[config.mk]
export PLATFORM = sky130hd
export DESIGN_NAME = set_tag_lookup
export DESIGN_NICKNAME = d
export VERILOG_FILES = /design/src/rtl/stl_pkg.sv /design/src/rtl/stl_way_entry.sv /design/src/rtl/stl_victim_pick.sv /design/src/rtl/set_tag_lookup.sv
export SDC_FILE = /design/constraint.sdc
export NUM_CORES = 1
export LEC_CHECK = 0
export ABC_CLOCK_PERIOD_IN_PS = 13500
export CORE_UTILIZATION = 55
export CTS_BUF_LIST = sky130_fd_sc_hd__clkbuf_16
export DETAILED_ROUTE_END_ITERATION = 10
export GPL_ROUTABILITY_DRIVEN = 0
export HOLD_SLACK_MARGIN = 0.12
export PLACE_DENSITY = 0.75
export SLEW_MARGIN = 40
export SYNTH_ARGS = -nofsm -noshare
export SYNTH_HDL_FRONTEND = slang
export SYNTH_HIERARCHICAL = 1
export SYNTH_SLANG_ARGS = --single-unit
[constraint.sdc]
create_clock -name clk -period 13.5 [get_ports clk]
set_input_delay 3.375 -clock clk [delete_from_list [all_inputs] [get_ports clk]]
set_output_delay 3.375 -clock clk [all_outputs]
set_load 0.01 [all_outputs]
[src/rtl/stl_pkg.sv]
package stl_pkg;

    typedef enum logic {
        WR_THROUGH = 1'b0,
        WR_BACK    = 1'b1
    } wr_policy_e;

    typedef struct packed {
        logic hit;
        logic free;
        logic vdirty;
        logic wb;
        logic wt;
    } lk_flags_t;

endpackage

[src/rtl/stl_way_entry.sv]
module stl_way_entry #(
    parameter int NUM_SETS = 4,
    parameter int TAG_W    = 8,
    parameter int AGE_W    = 3,
    parameter bit WB_EN    = 1'b1,
    localparam int SET_W   = $clog2(NUM_SETS)
) (
    input  logic             clk,
    input  logic             rst,
    input  logic             lk_en,
    input  logic [SET_W-1:0] lk_set,
    input  logic [TAG_W-1:0] lk_tag,
    input  logic             lk_write,
    input  logic             fill_en,
    input  logic [SET_W-1:0] fill_set,
    input  logic [TAG_W-1:0] fill_tag,
    output logic             rd_valid,
    output logic             rd_dirty,
    output logic [TAG_W-1:0] rd_tag,
    output logic [AGE_W-1:0] rd_age,
    output logic             rd_match
);
    localparam logic [AGE_W-1:0] AGE_MAX = '1;

    logic [NUM_SETS-1:0] valid_q;
    logic [NUM_SETS-1:0] dirty_q;
    logic [TAG_W-1:0]    tag_q [NUM_SETS];
    logic [AGE_W-1:0]    age_q [NUM_SETS];

    assign rd_valid = valid_q[lk_set];
    assign rd_dirty = dirty_q[lk_set];
    assign rd_tag   = tag_q[lk_set];
    assign rd_age   = age_q[lk_set];
    assign rd_match = valid_q[lk_set] && (tag_q[lk_set] == lk_tag);

    always_ff @(posedge clk) begin
        if (rst) begin
            valid_q <= '0;
            dirty_q <= '0;
            for (int s = 0; s < NUM_SETS; s++) begin
                tag_q[s] <= '0;
                age_q[s] <= '0;
            end
        end else begin
            if (lk_en && valid_q[lk_set]) begin
                if (tag_q[lk_set] == lk_tag) begin
                    age_q[lk_set] <= '0;
                    if (lk_write && WB_EN)
                        dirty_q[lk_set] <= 1'b1;
                end else if (age_q[lk_set] != AGE_MAX) begin
                    age_q[lk_set] <= age_q[lk_set] + 1'b1;
                end
            end
            if (fill_en) begin
                valid_q[fill_set] <= 1'b1;
                dirty_q[fill_set] <= 1'b0;
                tag_q[fill_set]   <= fill_tag;
                age_q[fill_set]   <= '0;
            end
        end
    end


    hit_age_clear_chk: assert property (@(posedge clk) disable iff (rst)
        (lk_en && !fill_en && rd_match) |=> (age_q[$past(lk_set)] == '0));


    age_saturate_chk: assert property (@(posedge clk) disable iff (rst)
        (lk_en && !fill_en && rd_valid && !rd_match && rd_age == AGE_MAX)
        |=> (age_q[$past(lk_set)] == AGE_MAX));


    fill_install_chk: assert property (@(posedge clk) disable iff (rst)
        fill_en |=> (valid_q[$past(fill_set)] && !dirty_q[$past(fill_set)]
                     && age_q[$past(fill_set)] == '0));

endmodule

[src/rtl/stl_victim_pick.sv]
module stl_victim_pick #(
    parameter int NUM_WAYS = 4,
    parameter int AGE_W    = 3,
    localparam int WAY_W   = $clog2(NUM_WAYS)
) (
    input  logic [NUM_WAYS-1:0] way_valid,
    input  logic [AGE_W-1:0]    way_age [NUM_WAYS],
    output logic                any_free,
    output logic [WAY_W-1:0]    victim_way
);
    logic [WAY_W-1:0] oldest_way;
    logic [WAY_W-1:0] free_way;
    logic [AGE_W-1:0] oldest_age;

    always_comb begin
        oldest_way = '0;
        oldest_age = '0;
        for (int i = 0; i < NUM_WAYS; i++) begin
            if (way_age[i] > oldest_age) begin
                oldest_age = way_age[i];
                oldest_way = WAY_W'(i);
            end
        end
    end

    always_comb begin
        any_free = 1'b0;
        free_way = '0;
        for (int i = 0; i < NUM_WAYS; i++) begin
            if (!way_valid[i]) begin
                any_free = 1'b1;
                free_way = WAY_W'(i);
            end
        end
    end

    assign victim_way = any_free ? free_way : oldest_way;

endmodule

[src/rtl/set_tag_lookup.sv]
module set_tag_lookup
    import stl_pkg::*;
#(
    parameter int         NUM_SETS = 4,
    parameter int         NUM_WAYS = 4,
    parameter int         TAG_W    = 8,
    parameter int         AGE_W    = 3,
    parameter int         CNT_W    = 16,
    parameter wr_policy_e POLICY   = WR_BACK,
    localparam int        SET_W    = $clog2(NUM_SETS),
    localparam int        WAY_W    = $clog2(NUM_WAYS),
    localparam int        LINE_W   = TAG_W + SET_W
) (
    input  logic              clk,
    input  logic              rst,
    input  logic              req_valid,
    input  logic [SET_W-1:0]  req_set,
    input  logic [TAG_W-1:0]  req_tag,
    input  logic              req_write,
    input  logic              fill_valid,
    input  logic [SET_W-1:0]  fill_set,
    input  logic [WAY_W-1:0]  fill_way,
    input  logic [TAG_W-1:0]  fill_tag,
    output logic              rsp_valid,
    output logic              rsp_hit,
    output logic [WAY_W-1:0]  rsp_hit_way,
    output logic [WAY_W-1:0]  rsp_victim_way,
    output logic              rsp_victim_dirty,
    output logic [TAG_W-1:0]  rsp_victim_tag,
    output logic              wb_valid,
    output logic [LINE_W-1:0] wb_addr,
    output logic              wt_valid,
    output logic [LINE_W-1:0] wt_addr,
    output logic [CNT_W-1:0]  evict_count
);
    localparam bit WB_EN = (POLICY == WR_BACK);

    logic [NUM_WAYS-1:0] way_valid;
    logic [NUM_WAYS-1:0] way_dirty;
    logic [NUM_WAYS-1:0] way_match;
    logic [TAG_W-1:0]    way_tag [NUM_WAYS];
    logic [AGE_W-1:0]    way_age [NUM_WAYS];

    for (genvar w = 0; w < NUM_WAYS; w++) begin : g_way
        stl_way_entry #(
            .NUM_SETS (NUM_SETS),
            .TAG_W    (TAG_W),
            .AGE_W    (AGE_W),
            .WB_EN    (WB_EN)
        ) u_entry (
            .clk      (clk),
            .rst      (rst),
            .lk_en    (req_valid),
            .lk_set   (req_set),
            .lk_tag   (req_tag),
            .lk_write (req_write),
            .fill_en  (fill_valid && (fill_way == WAY_W'(w))),
            .fill_set (fill_set),
            .fill_tag (fill_tag),
            .rd_valid (way_valid[w]),
            .rd_dirty (way_dirty[w]),
            .rd_tag   (way_tag[w]),
            .rd_age   (way_age[w]),
            .rd_match (way_match[w])
        );
    end

    logic             any_free;
    logic [WAY_W-1:0] victim_way;

    stl_victim_pick #(
        .NUM_WAYS (NUM_WAYS),
        .AGE_W    (AGE_W)
    ) u_victim (
        .way_valid  (way_valid),
        .way_age    (way_age),
        .any_free   (any_free),
        .victim_way (victim_way)
    );

    logic [WAY_W-1:0] hit_way;
    always_comb begin
        hit_way = '0;
        for (int i = NUM_WAYS - 1; i >= 0; i--) begin
            if (way_match[i])
                hit_way = WAY_W'(i);
        end
    end

    lk_flags_t fl;
    always_comb begin
        fl.hit    = |way_match;
        fl.free   = any_free;
        fl.vdirty = way_valid[victim_way] && way_dirty[victim_way];
        fl.wb     = WB_EN && !fl.hit && !fl.free && fl.vdirty;
        fl.wt     = !WB_EN && req_write;
    end

    always_ff @(posedge clk) begin
        if (rst) begin
            rsp_valid        <= 1'b0;
            rsp_hit          <= 1'b0;
            rsp_hit_way      <= '0;
            rsp_victim_way   <= '0;
            rsp_victim_dirty <= 1'b0;
            rsp_victim_tag   <= '0;
            wb_valid         <= 1'b0;
            wb_addr          <= '0;
            wt_valid         <= 1'b0;
            wt_addr          <= '0;
            evict_count      <= '0;
        end else begin
            rsp_valid <= req_valid;
            wb_valid  <= req_valid && fl.wb;
            wt_valid  <= req_valid && fl.wt;
            if (req_valid) begin
                rsp_hit          <= fl.hit;
                rsp_hit_way      <= hit_way;
                rsp_victim_way   <= victim_way;
                rsp_victim_dirty <= fl.vdirty;
                rsp_victim_tag   <= way_tag[victim_way];
                wb_addr          <= {way_tag[victim_way], req_set};
                wt_addr          <= {req_tag, req_set};
                if (fl.wb)
                    evict_count <= evict_count + 1'b1;
            end
        end
    end


    rsp_timing_chk: assert property (@(posedge clk) disable iff (rst)
        req_valid |=> rsp_valid);


    rsp_idle_chk: assert property (@(posedge clk) disable iff (rst)
        !req_valid |=> !rsp_valid);


    free_victim_chk: assert property (@(posedge clk) disable iff (rst)
        (req_valid && any_free) |-> !way_valid[victim_way]);


    wb_dirty_miss_chk: assert property (@(posedge clk) disable iff (rst)
        wb_valid |-> (rsp_valid && !rsp_hit && rsp_victim_dirty));


    evict_step_chk: assert property (@(posedge clk) disable iff (rst)
        wb_valid |-> (evict_count == $past(evict_count) + 1'b1));


    evict_hold_chk: assert property (@(posedge clk) disable iff (rst)
        !wb_valid |-> $stable(evict_count));


    wt_only_write_chk: assert property (@(posedge clk) disable iff (rst)
        wt_valid |-> (rsp_valid && !WB_EN));

endmodule

==> results.json <==
{
  "placeableCoreArea_um2": 21800,
  "clkLatencyLatePin_ps": 540,
  "use_met1_pct": 35.5,
  "crit_path_start_kind": "input pin",
  "gr_usage_total_pct": 27.0,
  "grt_pass1_wl_mm": 46.8,
  "outcome": "completed",
  "minimum_clock_period_ps": 8920,
  "netlist_instances": 1054,
  "die-area_um2": 22900,
  "tritoncts": "done",
  "fillCellCount": 1650,
  "drc_errors": 0,
  "power.internal_uw": 1370,
  "transition_time_at_the_pin_with_the_least_slew_margin_ps": 800,
  "comb_power_share_pct": 10.1,
  "worst-setup-path-type": "input pin to register",
  "mappedNetlistNets": 1099,
  "critPathArrivalTime_ps": 9340,
  "final.setup.tns_ps": 0,
  "critical_path.endpoint_type": "register",
  "util_after_layout_pct": 64.6,
  "worst_hold_class": "register to register",
  "pre_cts_slack_ps": 4070,
  "busiest_layer": "met2",
  "asyncSetResetFlopFracSynth_pct": 0,
  "syn_avg_cell_area_um2": 11.6,
  "ys_warn_count": 6,
  "grt_max_degree": 57,
  "synth.yosys.seq_area_share_pct": 51.2,
  "finalHoldViolCount": 0,
  "fp.dieH_um": 151,
  "num_antenna_cells": 0,
  "synth_seq_cells": 250,
  "timing.final.crit_share_pct": 66.1,
  "totalWireLength_mm": 30.6,
  "tritoncts_buffers": 27,
  "dpl.hpwl_mm": 21.2,
  "area_growth_syn_to_layout_pct": 14.9,
  "seq_power_share_pct": 46.8,
  "multi_input_comb_area_um2": 5460,
  "placement.io_buffers": 78,
  "synth_enable_flop_cells": 128,
  "via_count": 8908,
  "globalRoute.totalOverflow": 0,
  "power.static_leakage_uw": 0.00535,
  "x_dimension_of_the_die_um": 151,
  "fin_ws_ps": 4580,
  "power-per-cell-area_nw_per_um2": 127,
  "power.clock.fraction_pct": 43.1,
  "vdd_drop_max_uv": 151,
  "ys_top_cells_by_area": "sky130_fd_sc_hd__edfxtp_1 (31%), sky130_fd_sc_hd__dfxtp_1 (20%), sky130_fd_sc_hd__mux4_2 (7.2%)",
  "worst-endpoint-required_ps": 13920,
  "grt_antenna_before_repair": 0,
  "finClkSkew_ps": 17.2,
  "post-synth-top-count-cell": "sky130_fd_sc_hd__edfxtp_1",
  "post-cts-setup-buffers": 0,
  "dominantRegCellSynth": "sky130_fd_sc_hd__edfxtp_1",
  "yosys.area.top_type": "sky130_fd_sc_hd__edfxtp_1",
  "pin_count": 80,
  "globalRouteMet3Util_pct": 4.91,
  "ctsHoldBuffers": 0,
  "register_area_um2": 6290,
  "number_of_drc_markers_after_the_initial_detailed_route_iteration": 770,
  "final_nets": 1160,
  "starting_utilization_of_the_core_area_pct": 56.3,
  "drtAntennaViolNets": 0,
  "post_cts.resized_instances": 0,
  "power.net_switching_uw": 414,
  "cts_buffer_depth": 3,
  "dr.pass1.iters": 5,
  "slew_headroom_pct": 46.2,
  "netlist-cell-type-count": 73,
  "cts_root_buf": "sky130_fd_sc_hd__clkbuf_16",
  "timing.hold.ws_ps": 454,
  "routed_via_density": 6.30,
  "synth_top_cells_by_count": "sky130_fd_sc_hd__edfxtp_1 (128), sky130_fd_sc_hd__dfxtp_1 (122), sky130_fd_sc_hd__nor2_1 (121)",
  "critical_path.max_fanout": 47,
  "synth.cell_area_um2": 12300,
  "number_of_pins_with_negative_max_slew_slack_in_the_final_report": 0,
  "max-cap-violations": 0,
  "synth_top_cell_area_share_pct": 31.3,
  "clk_pin_slew_ps": 60,
  "vias_in_the_first_global_route": 8435,
  "core.rowCount": 54,
  "setup_viol": 0,
  "wire_per_inst_um": 21.6,
  "met2_layer_usage_reported_by_global_route_pct": 44.6,
  "switching_share_of_power_pct": 23.2,
  "grt_setup_unrepaired": "no",
  "drive_above_1_share_pct": 11.8,
  "clock_sink_count": 250,
  "h_tree_level_count": 1,
  "achievable-frequency_mhz": 112
}
-- sequential cells by signal, summed over array words and instances (netlist names), 8 cells and up --
| name | flops |
|---|---|
| g_way.u_entry/tag_q | 128 |
| g_way.u_entry/age_q | 48 |
| evict_count | 16 |
| g_way.u_entry/dirty_q | 16 |
| g_way.u_entry/valid_q | 16 |
| rsp_victim_tag | 8 |
| wt_addr | 8 |
-- logic make-up after synthesis --
family	synth area share [%]
simple gates	16.5
flops	51.2
compound gates	10.1
buf+inv	4.40
mux	13.7
xor+xnor	2.28
fa+ha+maj	1.83
other cells	0.0305
-- cell usage in the layout, fill, tap and decap left out, types with 27 or more instances in the layout --
master                            instances
sky130_fd_sc_hd__and2_1                  47
sky130_fd_sc_hd__clkdlybuf4s50_1         74
sky130_fd_sc_hd__mux2i_1                 27
sky130_fd_sc_hd__edfxtp_1               128
sky130_fd_sc_hd__nor2_1                 121
sky130_fd_sc_hd__nand2_1                 66
sky130_fd_sc_hd__xnor2_1                 32
sky130_fd_sc_hd__a21oi_1                 29
sky130_fd_sc_hd__inv_1                   59
sky130_fd_sc_hd__clkbuf_16               28
sky130_fd_sc_hd__mux4_2                  39
sky130_fd_sc_hd__dfxtp_1                122
-- power by group through the flow --
stage,registers [uW],logic [uW],clock network [uW]
finish,836,180,769
global route,839,191,808
CTS,837,178,779
detailed placement,853,177,0
global placement,851,173,0
floorplan,852,112,0
-- critical path: stages --
cell                       delay [ps]
sky130_fd_sc_hd__buf_4            510
sky130_fd_sc_hd__mux2_2           400
sky130_fd_sc_hd__o21ai_0          410
sky130_fd_sc_hd__inv_1            170
sky130_fd_sc_hd__ha_1             320
sky130_fd_sc_hd__and3_1           200
sky130_fd_sc_hd__o21ai_0          250
sky130_fd_sc_hd__nand2_1          100
sky130_fd_sc_hd__ha_1             170
sky130_fd_sc_hd__nand3b_1         250
sky130_fd_sc_hd__a21boi_4         200
sky130_fd_sc_hd__or2b_1           250
sky130_fd_sc_hd__o31ai_2           60
sky130_fd_sc_hd__ha_1             270
sky130_fd_sc_hd__nand3_1           80
sky130_fd_sc_hd__o21ai_0          120
sky130_fd_sc_hd__o32a_1           220
sky130_fd_sc_hd__o221ai_2         320
sky130_fd_sc_hd__mux4_2           820
sky130_fd_sc_hd__nor4b_1          410
sky130_fd_sc_hd__mux2_2           370
-- stage by stage --
stage / std cells / power [uW] / instance area, um2
after floorplan: 1054 / 964 / 12300
after global placement: 1365 / 1020 / 13200
after detailed placement: 1366 / 1030 / 13200
after CTS: 1415 / 1790 / 14100
after global routing: 1415 / 1840 / 14100
final: 1415 / 1790 / 14100
-- layout make-up --
| class | instances | area share [%] |
|---|---|---|
| Clock buffer | 28 | 4.97 |
| Clock inverter | 21 | 1.59 |
| Sequential cell | 250 | 44.6 |
| Inverter | 56 | 1.49 |
| Multi-Input combinational cell | 688 | 38.7 |
| Tap cell | 280 | 2.48 |
| Timing Repair Buffer | 92 | 6.16 |
-- routing by layer --
metal	wire, um	share of wire (%)
met1	12200	40
met2	14500	48
met3	2790	9.1
met4	1030	3.4
met5	0	0
-- final timing paths --
| path | slack (ps) | start | cells past startpoint | endpoint |
|---|---|---|---|---|
| setup reg to reg | 7820 | g_way[0].u_entry/age_q[0][0] | 20 | evict_count[15] |
| hold / removal | 450 | g_way[0].u_entry/valid_q[2] | 1 | g_way[0].u_entry/valid_q[2] |
| hold reg to reg | 450 | g_way[0].u_entry/valid_q[2] | 1 | g_way[0].u_entry/valid_q[2] |
| setup / recovery | 4580 | req_set[0] | 21 | evict_count[15] |
Note: power is estimated with default switching activity, not from simulation.
